File: config.mk
export PLATFORM = sky130hd
export DESIGN_NAME = frac_clk_divider
export DESIGN_NICKNAME = d
export VERILOG_FILES = /design/src/rtl/fcd_pkg.sv /design/src/rtl/fcd_mod5_cell.sv /design/src/rtl/fcd_sec_count.sv /design/src/rtl/frac_clk_divider.sv
export SDC_FILE = /design/constraint.sdc
export NUM_CORES = 1
export LEC_CHECK = 0
export BUFFER_PORTS_ARGS = -buffer_cell sky130_fd_sc_hd__buf_2
export CAP_MARGIN = 20
export CORE_ASPECT_RATIO = 2
export CORE_UTILIZATION = 35
export CTS_CLUSTER_DIAMETER = 80
export DETAILED_ROUTE_END_ITERATION = 10
export PLACE_DENSITY_LB_ADDON = 0.2
export SETUP_SLACK_MARGIN = 0.1
export SYNTH_ARGS = -nofsm -noshare
export SYNTH_HDL_FRONTEND = slang
export SYNTH_SLANG_ARGS = --single-unit
File: constraint.sdc
create_clock -name clk -period 3.8 [get_ports clk]
set_input_delay 1.14 -clock clk [delete_from_list [all_inputs] [get_ports clk]]
set_output_delay 1.14 -clock clk [all_outputs]
set_load 0.005 [all_outputs]
File: src/rtl/fcd_pkg.sv
package fcd_pkg;

  typedef enum logic {
    DIV_2P5  = 1'b0,
    DIV_1P25 = 1'b1
  } stage_kind_e;

  localparam int unsigned CELL_MOD = 5;
  localparam int unsigned CELL_W   = $clog2(CELL_MOD);

  function automatic logic [CELL_W-1:0] cell_next(input logic [CELL_W-1:0] c);
    return (c == CELL_W'(CELL_MOD - 1)) ? '0 : c + CELL_W'(1);
  endfunction

endpackage

File: src/rtl/fcd_mod5_cell.sv
module fcd_mod5_cell
  import fcd_pkg::*;
#(
  parameter stage_kind_e KIND = DIV_2P5
) (
  input  logic clk,
  input  logic rst,
  input  logic en_i,
  output logic stb_o
);

  logic [CELL_W-1:0] cnt;
  logic              pass;

  generate
    if (KIND == DIV_2P5) begin : g_half
      // the next step lands on an odd count (1 or 3) from counts 0 and 2
      assign pass = ~cnt[0] & ~cnt[CELL_W-1];
    end else begin : g_quart
      // pass while the top bit is low: counts 0..3
      assign pass = ~cnt[CELL_W-1];
    end
  endgenerate

  always_ff @(posedge clk) begin
    if (rst) begin
      cnt   <= '0;
      stb_o <= 1'b0;
    end else begin
      stb_o <= en_i & pass;
      if (en_i) cnt <= cell_next(cnt);
    end
  end

endmodule

File: src/rtl/fcd_sec_count.sv
module fcd_sec_count #(
  parameter int unsigned SEC_BITS = 15
) (
  input  logic clk,
  input  logic rst,
  input  logic en_i,
  output logic tick_o
);

  logic [SEC_BITS-1:0] cnt;

  always_ff @(posedge clk) begin
    if (rst) begin
      cnt    <= '0;
      tick_o <= 1'b0;
    end else begin
      tick_o <= en_i & (&cnt);
      if (en_i) cnt <= cnt + SEC_BITS'(1);
    end
  end

endmodule

File: src/rtl/frac_clk_divider.sv
module frac_clk_divider
  import fcd_pkg::*;
#(
  parameter int unsigned N_HALF   = 6,
  parameter int unsigned N_QUART  = 1,
  parameter int unsigned SEC_BITS = 15
) (
  input  logic                        clk,
  input  logic                        rst,
  output logic                        out_stb,
  output logic                        sec_tick,
  output logic                        dbg_sq,
  output logic [N_HALF+N_QUART-1:0]   stage_stb
);

  localparam int unsigned NSTAGE = N_HALF + N_QUART;

  logic [NSTAGE:0] chain;

  // the reference clock itself is the first stage's input: every cycle out of reset
  assign chain[0] = ~rst;

  generate
    for (genvar i = 0; i < NSTAGE; i++) begin : g_stage
      localparam stage_kind_e KIND_I = (i < N_HALF) ? DIV_2P5 : DIV_1P25;
      fcd_mod5_cell #(.KIND(KIND_I)) u_cell (
        .clk   (clk),
        .rst   (rst),
        .en_i  (chain[i]),
        .stb_o (chain[i+1])
      );
    end
  endgenerate

  assign stage_stb = chain[NSTAGE:1];
  assign out_stb   = chain[NSTAGE];

  fcd_sec_count #(.SEC_BITS(SEC_BITS)) u_sec (
    .clk    (clk),
    .rst    (rst),
    .en_i   (out_stb),
    .tick_o (sec_tick)
  );

  always_ff @(posedge clk) begin
    if (rst) dbg_sq <= 1'b0;
    else if (out_stb) dbg_sq <= ~dbg_sq;
  end

endmodule

== Word-level counts from Yosys, hierarchy flattened ==
Cells that the tools add are included.

* Register bits: 45
* Input port bits: 2
* Output and inout port bits: 10
* Logic and storage cells: 69

* Add/subtract/negate cells: 8
* Eq/ne operators: 7
* Multiplexer cells: 6
* Bitwise operators: 29
* Reductions and logical operators: 2

{| class="wikitable"
|+ Operator list
! kind !! count
|-
| adder 3 x 1 -> 3 bit, second input constant || 7
|-
| == test 3 bit, second input constant || 7
|-
| two-way mux 3 bit || 6
|-
| adder 15 x 1 -> 15 bit, second input constant || 1
|-
| NOT 1 bit || 15
|-
| AND reduction 15 bit || 1
|-
| bitwise AND 1 bit || 14
|-
| OR reduction 2 bit || 1
|}

== Depth between registers and ports, before layout ==
* Depth after elaboration: 3
* Depth in mapped cells: 5
* Depth with buffers taken out: 5

== Modules after synthesis ==
From an unflattened synthesis, not the netlist that was laid out.

* Cell total of the unflattened synthesis: 219
* Area total of the unflattened synthesis: 2142.1 um^2

{| class="wikitable"
|+ By module, submodules not included
! module !! instances !! cells each !! area each (um^2) !! seq. area each (um^2)
|-
| fcd_mod5_cell at g_stage[0].u_cell ... || 6 || 18 || 186.4 || 80.1
|-
| fcd_sec_count || 1 || 81 || 753.2 || 320.3
|-
| fcd_mod5_cell at g_stage[6].u_cell || 1 || 19 || 181.4 || 80.1
|-
| frac_clk_divider || 1 || 11 || 88.8 || 20.0
|}

== Least setup slack after synthesis ==
No wires, ideal clock.

* Path type: input to register
* Start: input port rst
* End: register g_stage[1].u_cell.cnt[1]
* Library setup time: 0.128 ns
* Data arrival time: 1.835 ns
* Required time: 3.672 ns
* Path slack: 1.837 ns
* Stages: 4
* Buffers on the path: 3
* Path through: buf_2 > buf_2 > buf_1 > nor2_1

{| class="wikitable"
|+ RTL lines
! what !! RTL line !! RTL
|-
| start, declared || frac_clk_divider.sv:9 || <nowiki>input logic rst,</nowiki>
|-
| end signal, assigned || fcd_mod5_cell.sv:31 || <nowiki>if (en_i) cnt <= cell_next(cnt);</nowiki>
|-
| end, declared || fcd_mod5_cell.sv:12 || <nowiki>logic [CELL_W-1:0] cnt;</nowiki>
|}

No word-level cell between the ends.

== Worst setup path after layout ==
* Start: register g_stage[6].u_cell.stb_o
* End: output port out_stb

{| class="wikitable"
|+ RTL lines
! what !! RTL line !! RTL
|-
| start, declared || fcd_mod5_cell.sv:9 || <nowiki>output logic stb_o</nowiki>
|-
| start signal, assigned || fcd_mod5_cell.sv:30 || <nowiki>stb_o <= en_i & pass;</nowiki>
|-
| end, declared || frac_clk_divider.sv:10 || <nowiki>output logic out_stb,</nowiki>
|}

No word-level cell between the ends.

==> flow_summary_export.csv <==
group,metric,value,unit
run_status,run_status,"finished, violations left",
run_status,violations,"design-rule violations",
timing,worst_slew_pin_slew,860,ps
cells_and_area,layout-drive-gt1-share,0.108,
timing,finalCritPeriodShare,0.588,
yosys,syn_nets,243,
cts,cts_buffers,5,
critical_path,path_cells,"buf_2",
cells_and_area,most-common-layout-cells,"45 x dfxtp_1, 19 x nand2_1, 19 x a21oi_1, 17 x inv_1, 17 x nor2_1",
die,core,0.00576,mm^2
die,dieArea,0.00637,mm^2
cts,htreeDepth,2,
cts,clockBufferDepth,2,
cts,cts_root_buf,"clkbuf_16",
cells_and_area,fin_util,0.398,
critical_path,crit_slowest_cell,"dfxtp_1",
die,core.rowCount,39,
yosys,syn-instance-count,226,
flow_run,drv_cap,0,
critical_path,cp.required,2660,ps
timing,final_hold_viol_count,0,
route,drtIter0Drc,39,
cells_and_area,seq_area,901,um^2
critical_path,arrival,1100,ps
power,peakVddDrop,0.251,mV
yosys,avgSynthCellArea,9.36,um^2
cells_and_area,stdcell_area,0.00229,mm^2
cells_and_area,antenna_cells,0,
yosys,ys_seq_elements,45,
hold_path,min-delay-path-class,"register to register",
route,dr.pass1.iters,7,
timing,rsz0062_at_grt,"false",
cts,cts.sinks,45,
placement,gp_congestion,0.710,
timing,fin_worst_skew,3.70,ps
placement,dpl_cell_area,0.00215,mm^2
critical_path,crit_path_max_fanout,11,
die,die_h,112,um
route,vias_per_cell,5.12,
critical_path,crit_path_start_kind,"register",
cts,clk_pin_slew,60,ps
cts,hold_buffers,0,
die,start_util,0.367,
die,io_pins,12,
grt,grt_pass1_wl,6.02,mm
die,die_x,57.0,um
placement,port_buffers,11,
cells_and_area,multiInputGateArea,0.00105,mm^2
critical_path,crit_path_end_kind,"output port",
cells_and_area,fillerInstances,587,
critical_path,critical-path-top-delay-family,"flip-flops",
route,drt-total-wl,3.25,mm
yosys,synth.distinct_cells,33,
cts,postCtsSetupRepairBufs,0,
critical_path,worst-r2r-setup-slack,2130,ps
grt,track_usage,0.118,
route,wl_per_cell,11.1,um
cells_and_area,nNetsFinal,247,
grt,grt_max_degree,50,
route,ant_nets,0,
timing,maxSlewViolCount,0,
route,via_count,1495,
timing,slew_headroom,0.426,
placement,dp_cells,284,
critical_path,crit_buf_inv,1,
grt,antenna_found_initial,0,
cells_and_area,layout_commonest_cell,"dfxtp_1",
power,p_leak,0.000876,uW
yosys,syn_area,0.00211,mm^2
placement,place_hpwl,2.25,mm
power,p_per_area,408,mW/mm^2
yosys,synth_seq_area_share,0.426,
yosys,synth_warnings,0,
cts,clk_latency,280,ps
critical_path,crit_type,"register to output port",
timing,tns,0,ps
cells_and_area,area_growth,8.40,%
route,drcViolationCount,2,
timing,fmax,447,MHz
timing,min_period,2240,ps
grt,grt_pass1_vias,1466,
cts,cts_tree,"done",
critical_path,max_stage_delay,610,ps
timing,setup_viol,0,
cells_and_area,layout.cells.non_filler,292,
cts,cts_resized,0,
grt,grt.overflow.total,0,
## cells in the mapped netlist
library cell,n,share of area
a211oi_1,2,0.0071
a21oi_1,19,0.045
and2_1,1,0.0030
buf_1,3,0.0053
buf_2,2,0.0047
buf_4,8,0.028
buf_6,1,0.0053
clkinv_1,1,0.0018
dfxtp_1,45,0.43
ha_1,15,0.089
inv_1,17,0.030
mux2_1,5,0.027
mux2i_1,6,0.028
nand2_1,19,0.034
nand2b_1,7,0.021
nand3_1,8,0.019
nand3b_1,6,0.021
nand4_1,3,0.0089
nand4_2,1,0.0059
nand4_4,1,0.010
nor2_1,17,0.030
nor2b_1,5,0.015
nor3_1,1,0.0024
nor3b_1,2,0.0071
nor4_2,3,0.018
nor4_4,2,0.020
nor4b_1,5,0.021
o21ai_0,8,0.019
o31ai_1,3,0.011
or3_1,2,0.0059
or4_1,3,0.011
xnor2_1,2,0.0083
xor2_1,3,0.012
## worst register-to-register path: cells and delay by family, from the launching register on
kind / cells / cell delay (ps)
DFF: 1 / 610
and+or+nand+nor: 2 / 600
muxes: 1 / 340
## registers in the layout, indices dropped and copies added, names as in the netlist
signal / flops
g_stage.u_cell.cnt: 21
u_sec.cnt: 15
dbg_sq: 1
u_sec.tick_o: 1
g_stage.u_cell.stb_o: 7
## through the flow
| step | setup WS (ps) | hold slack (ps) | total power (uW) |
|---|---|---|---|
| 2_1_floorplan | 1840 | 433 | 533 |
| 3_3_place_gp | 1430 | 460 | 540 |
| 3_5_place_dp | 1400 | 453 | 541 |
| 4_1_cts | 1540 | 469 | 955 |
| 5_1_grt | 1500 | 501 | 984 |
| 6_report | 1560 | 465 | 935 |
## logic make-up after synthesis
group	share of synthesized area
buf+inv	0.0757
mux	0.0550
flops	0.426
xor+xnor	0.0207
simple gates	0.252
fa+ha+maj	0.0888
compound gates	0.0817
## cell type report
type | instances | share of cell area
repair buffers | 11 | 0.0240
inverters | 18 | 0.0295
clock inverters | 2 | 0.00437
flip-flops and latches | 45 | 0.393
well taps | 61 | 0.0333
multi-input cells | 149 | 0.460
clock buffers | 6 | 0.0562
## layer usage
layer | up-vias | track usage | part of all wire | routed length (um)
met5 | - | 0 | 0 | 0
met1 | 709 | 0.124 | 0.42 | 1380
met3 | 5 | 0.0244 | 0.021 | 68
met4 | 0 | 0.0732 | 0.026 | 84
li1 | 770 | - | - | -
met2 | 11 | 0.208 | 0.53 | 1720
## worst paths after layout
check / startpoint / end / depth (start not counted)
setup / recovery: g_stage[6].u_cell.stb_o$_SDFF_PP0_ / out_stb / 1
hold / removal: g_stage[6].u_cell.cnt[2]$_SDFFE_PP0P_ / g_stage[6].u_cell.stb_o$_SDFF_PP0_ / 1
setup reg to reg: g_stage[6].u_cell.stb_o$_SDFF_PP0_ / u_sec.cnt[14]$_SDFFE_PP0P_ / 3
hold reg to reg: g_stage[6].u_cell.cnt[2]$_SDFFE_PP0P_ / g_stage[6].u_cell.stb_o$_SDFF_PP0_ / 1
## power by group
part / switching [uW] / internal, uW / total (uW)
logic: 21.4 / 16.0 / 37.4
registers: 10.4 / 481 / 492
clock network: 164 / 241 / 405
total: 196 / 739 / 935
Note: power is estimated with default switching activity, not from simulation.
